===== src/rtl/flash_read_seq.sv =====
module flash_read_seq #(
  parameter int PAGE_BYTES = 528,
  parameter int PAGE_W     = 12,
  parameter int COL_W      = 10
) (
  input  logic              clk,
  input  logic              rst_n,
  input  logic              cs_n,
  input  logic              sck,
  input  logic              si,
  output logic              so,
  output logic              so_oe,
  output logic              arr_rd_en,
  output logic [PAGE_W-1:0] arr_page,
  output logic [COL_W-1:0]  arr_col,
  input  logic [7:0]        arr_rdata,
  output logic              buf1_rd_en,
  output logic              buf2_rd_en,
  output logic [COL_W-1:0]  buf_addr,
  input  logic [7:0]        buf1_rdata,
  input  logic [7:0]        buf2_rdata
);
  localparam int AH_W = PAGE_W + COL_W - 8;
  localparam logic [COL_W-1:0] LAST_COL = COL_W'(PAGE_BYTES - 1);

  typedef enum logic [2:0] {S_CMD, S_ADDR, S_DUMMY, S_DATA, S_SKIP} phase_t;
  typedef enum logic [1:0] {M_CONT, M_PAGE, M_BUF1, M_BUF2} mode_t;

  phase_t            phase;
  mode_t             mode, dec_mode;
  logic              sck_q, req, got, live, dec_ok;
  logic [2:0]        bitc, obit, cnt, nd, dec_nd;
  logic [6:0]        sin;
  logic [AH_W-1:0]   a_hold;
  logic [PAGE_W-1:0] page;
  logic [COL_W-1:0]  col;
  logic [7:0]        pre, sreg;

  wire       rise      = ~cs_n & sck & ~sck_q;
  wire       fall      = ~cs_n & ~sck & sck_q;
  wire [7:0] byte_in   = {sin, si};
  wire       byte_done = rise && bitc == 3'd7;
  wire       wrap      = col >= LAST_COL;
  wire [COL_W-1:0]  col_nx  = wrap ? '0 : col + 1'b1;
  wire [PAGE_W-1:0] page_nx = (mode == M_CONT && wrap) ? page + 1'b1 : page;

  always_comb begin
    dec_ok   = 1'b1;
    dec_mode = M_CONT;
    dec_nd   = 3'd0;
    case (byte_in)
      8'h03: dec_nd = 3'd0;
      8'h0B: dec_nd = 3'd1;
      8'hE8: dec_nd = 3'd4;
      8'hD2: begin dec_mode = M_PAGE; dec_nd = 3'd4; end
      8'hD4, 8'hD1: begin dec_mode = M_BUF1; dec_nd = 3'd1; end
      8'hD6, 8'hD3: begin dec_mode = M_BUF2; dec_nd = 3'd1; end
      default: dec_ok = 1'b0;
    endcase
  end

  always_ff @(posedge clk) begin
    if (!rst_n) begin
      phase <= S_CMD; mode <= M_CONT; sck_q <= 1'b0;
      req <= 1'b0; got <= 1'b0; live <= 1'b0;
      bitc <= '0; obit <= '0; cnt <= '0; nd <= '0;
      sin <= '0; a_hold <= '0; page <= '0; col <= '0;
      pre <= '0; sreg <= '0;
    end else begin
      sck_q <= sck;
      got   <= req;
      req   <= 1'b0;
      if (got)
        case (mode)
          M_BUF1:  pre <= buf1_rdata;
          M_BUF2:  pre <= buf2_rdata;
          default: pre <= arr_rdata;
        endcase
      if (cs_n) begin
        phase <= S_CMD; bitc <= '0; obit <= '0; cnt <= '0;
        live <= 1'b0; got <= 1'b0;
      end else begin
        if (rise) begin
          sin  <= byte_in[6:0];
          bitc <= bitc + 1'b1;
        end
        if (byte_done)
          case (phase)
            S_CMD:
              if (dec_ok) begin
                mode <= dec_mode; nd <= dec_nd; cnt <= '0; phase <= S_ADDR;
              end else phase <= S_SKIP;
            S_ADDR: begin
              a_hold <= AH_W'({a_hold, byte_in});
              cnt    <= cnt + 1'b1;
              if (cnt == 3'd2) begin
                page <= a_hold[AH_W-1:COL_W-8];
                col  <= {a_hold[COL_W-9:0], byte_in};
                cnt  <= '0;
                if (nd == 3'd0) begin phase <= S_DATA; req <= 1'b1; end
                else phase <= S_DUMMY;
              end
            end
            S_DUMMY: begin
              cnt <= cnt + 1'b1;
              if (cnt == nd - 1'b1) begin phase <= S_DATA; req <= 1'b1; end
            end
            default: ;
          endcase
        if (phase == S_DATA && fall) begin
          live <= 1'b1;
          obit <= obit + 1'b1;
          if (obit == 3'd0) begin
            sreg <= pre;
            col  <= col_nx;
            page <= page_nx;
            req  <= 1'b1;
          end else sreg <= {sreg[6:0], 1'b0};
        end
      end
    end
  end

  assign so         = live & sreg[7];
  assign so_oe      = live & ~cs_n;
  assign arr_rd_en  = req & (mode == M_CONT || mode == M_PAGE);
  assign buf1_rd_en = req & (mode == M_BUF1);
  assign buf2_rd_en = req & (mode == M_BUF2);
  assign arr_page   = page;
  assign arr_col    = col;
  assign buf_addr   = col;
endmodule


===== config.mk =====
export PLATFORM = sky130hd
export DESIGN_NAME = flash_read_seq
export DESIGN_NICKNAME = d
export VERILOG_FILES = /design/src/rtl/flash_read_seq.sv
export SDC_FILE = /design/constraint.sdc
export NUM_CORES = 1
export LEC_CHECK = 0
export BUFFER_PORTS_ARGS = -buffer_cell sky130_fd_sc_hd__buf_2
export CAP_MARGIN = 20
export CORE_UTILIZATION = 40
export CTS_BUF_LIST = sky130_fd_sc_hd__clkbuf_4 sky130_fd_sc_hd__clkbuf_8 sky130_fd_sc_hd__clkbuf_16
export DETAILED_ROUTE_END_ITERATION = 10
export PLACE_DENSITY = 0.63
export SLEW_MARGIN = 40
export SYNTH_ARGS = -nofsm -noshare
export SYNTH_HDL_FRONTEND = slang
export SYNTH_SLANG_ARGS = --single-unit

===== constraint.sdc =====
create_clock -name clk -period 5.05 [get_ports clk]
set_input_delay 1.01 -clock clk [delete_from_list [all_inputs] [get_ports clk]]
set_output_delay 1.01 -clock clk [all_outputs]
set_load 0.02 [all_outputs]

==> run metrics <==
Clock Power Share 0.406; DRT Pass-1 Iters 5; DIE AREA approximately 11000 sq um; total gr overflow 0; Yosys cell types between 60 and 70; initial antenna violation count 0; Tot Pwr 1.131 mW; Flop pwr share 0.553; maximum vdd drop roughly 0.17 mV; H-Tree Level Count 3; relative slew slack 0.4917; initial core utilization 0.4131; TritonCTS buffer count 9; Final nets slightly below 600; Gate Count Post-Synth around 500; Post-CTS Setup Bufs 0; Reg2Reg Launch Point phase[0]; Worst-path clk slew 0.08 ns; Tcrit/Tclk final 0.5743; Seq/Total Area, Yosys 0.3692; setup_tns 0 ns; Worst-Skew Late Latency around 0.35 ns; Core Util, Final 0.4601; Final Routed Wirelength just over 10000 um; Root Buffer clkbuf_8; Mapped Nets 540; Tightest Pin Transition 0.7616 ns; sw power 255.0 uW; Syn Std Cell Area 4284 sq um; Post-Syn Area per Cell roughly 8.5 sq um; ys async rst share 0; gpl congestion about 0.84; Final Max Slew Viols 0; critical path startpoint cs_n; CTS tree built; endpoint class of the critical path register; Core ar. 10370 sq um; clock sinks 79; startpoint types input pin; critical path arrival 3.11 ns; final hold violation count 0; ratio of cells with drive above 1 in the final layout 0.1923; fin crit period approximately 2.9 ns; I/O Buffers 65; Routed WL per cell 15.07 um; global-route wire length before repair approximately 17000 um; Required @ worst endpoint between 5 and 6 ns; worst min path class reg2reg; RSZ-0062 raised after global routing no; DIE WIDTH ~110 um; Leakage 1.983 nW; number of synthesized flops with an enable pin 0; Setup violations, final 0; Synth Register Bits 79; Hold Path Origin pre[0]; Synth top area share 0.3692; top post-synthesis cells by area dfxtp_1 37%, mux2i_1 11%, nor2_1 6.1%; routed vias ~3800; detail-routed via count per cell between 5 and 6; largest net degree at the start of global routing 55; Total GRT Usage 0.1888; crit-path max FO 17; vias in the first global route 3392; Most used DFF post-synth dfxtp_1; Syn. warnings 0; status finished, final reports clean; Comb pwr share 0.041; PwrDens 237.2 nW/um^2; Sw Share 0.2254; Clock Tree Buf Depth 2; Worst Skew 0.01571 ns; Starting DRT DRC Count between 200 and 250; Resized Gates After CTS 0; critical path class in2reg; worst hold margin ~0.48 ns; Post-DP HPWL between 7000 and 8000 um; antenna diode count 0; P&R area growth vs syn 11.36%; Routed Antenna Nets 0; fmax between 300 and 400 MHz; Die Ht around 110 um; Max Cap Viol 0; top cell type by total area after synthesis dfxtp_1; Row Count 37; cell-internal power just under 900 uW; cts hold-fix bufs 0; IO Count 66; DRC Markers 0
cells in the mapped netlist, drive strengths merged (8+ instances only):
cell and number:
a21oi 39, a31oi 10, nor3 8, nor2b 9
nand2 35, and2 8, nand4 10, dfxtp 79
ha 9, nor2 70, inv 9, mux2i 46
clkbuf 18, nand3 14, buf 20, o21ai 17
a211oi 10
layout make-up:
type	count	area, sq um
Fill cell	1010	5599
Multi-Input combinational cell	376	2450
Sequential cell	79	1582
Timing Repair Buffer	68	347.8
Tap cell	136	170.2
Clock buffer	10	137.6
Clock inverter	4	47.55
Inverter	9	36.28
cell usage in the layout, fill, tap and decap left out, types with 7 or more instances in the layout:
cell type and instances:
inv_1 8, nor3_1 7, o21ai_0 17, buf_2 65, nand4_1 10, nor2b_1 9, a211oi_1 10, a21oi_1 38
nand2_1 35, nand3_1 13, a31oi_1 9, nor2_1 69, clkbuf_8 10, mux2i_1 46, ha_1 9, dfxtp_1 79
and2_1 8
logic make-up (layout without fill, tap and decap cells):
kind of cell,after synthesis,count (layout),share of synthesized area
XOR/XNOR,8,8,0.01635
AND/OR/NAND/NOR,199,199,0.2380
adder cells (fa/ha/maj),9,9,0.02629
AO/OA/AOI/OAI,112,112,0.1767
buffers and inverters,47,91,0.06075
flip-flops,79,79,0.3692
multiplexers,48,48,0.1127
power groups by stage:
| stage | clock [mW] | combinational, mW | sequential [mW] |
|---|---|---|---|
| 3_5_place_dp | 0 | 0.0464 | 0.640 |
| 6_report | 0.459 | 0.0463 | 0.626 |
| 2_1_floorplan | 0 | 0.0289 | 0.640 |
| 3_3_place_gp | 0 | 0.0456 | 0.640 |
| 5_1_grt | 0.500 | 0.0511 | 0.626 |
| 4_1_cts | 0.470 | 0.0464 | 0.626 |
registers in the layout, indices dropped and copies added (netlist names):
register and flops:
sck_q 1, arr_col 10, sin 7, nd 2
pre 8, phase 3, req 1, cnt 3
obit 3, bitc 3, mode 2, a_hold 14
got 1, live 1, sreg 8, arr_page 12
final timing paths:
kind | depth (start not counted) | slack, ns | to
setup / recovery | 8 | 2.15 | arr_col[6]
hold / removal | 2 | 0.48 | sreg[0]
setup reg to reg | 6 | 2.33 | arr_col[6]
hold reg to reg | 2 | 0.48 | sreg[0]
stage by stage:
stage	cells	instance area (sq um)	setup WS, ns
after floorplan	502	4284	2.578
after global placement	667	4568	1.542
after detailed placement	668	4586	1.807
after CTS	682	4771	2.186
after global routing	682	4771	1.984
final	682	4771	2.150
worst max-delay path, stage by stage:
cell	delay [ns]
buf_2	0.20
nor3b_1	0.23
buf_4	0.23
nand4_1	0.49
buf_4	0.40
mux2_2	0.28
a32oi_1	0.16
a31oi_1	0.10
layer usage:
layer / share of wire / vias up / track usage
met5: 0 / - / 0
met1: 0.49 / 1765 / 0.2703
li1: - / 1888 / -
met2: 0.45 / 112 / 0.2805
met4: 0.014 / 0 / 0.06647
met3: 0.050 / 11 / 0.03711
(Power assumes the default switching activity.)
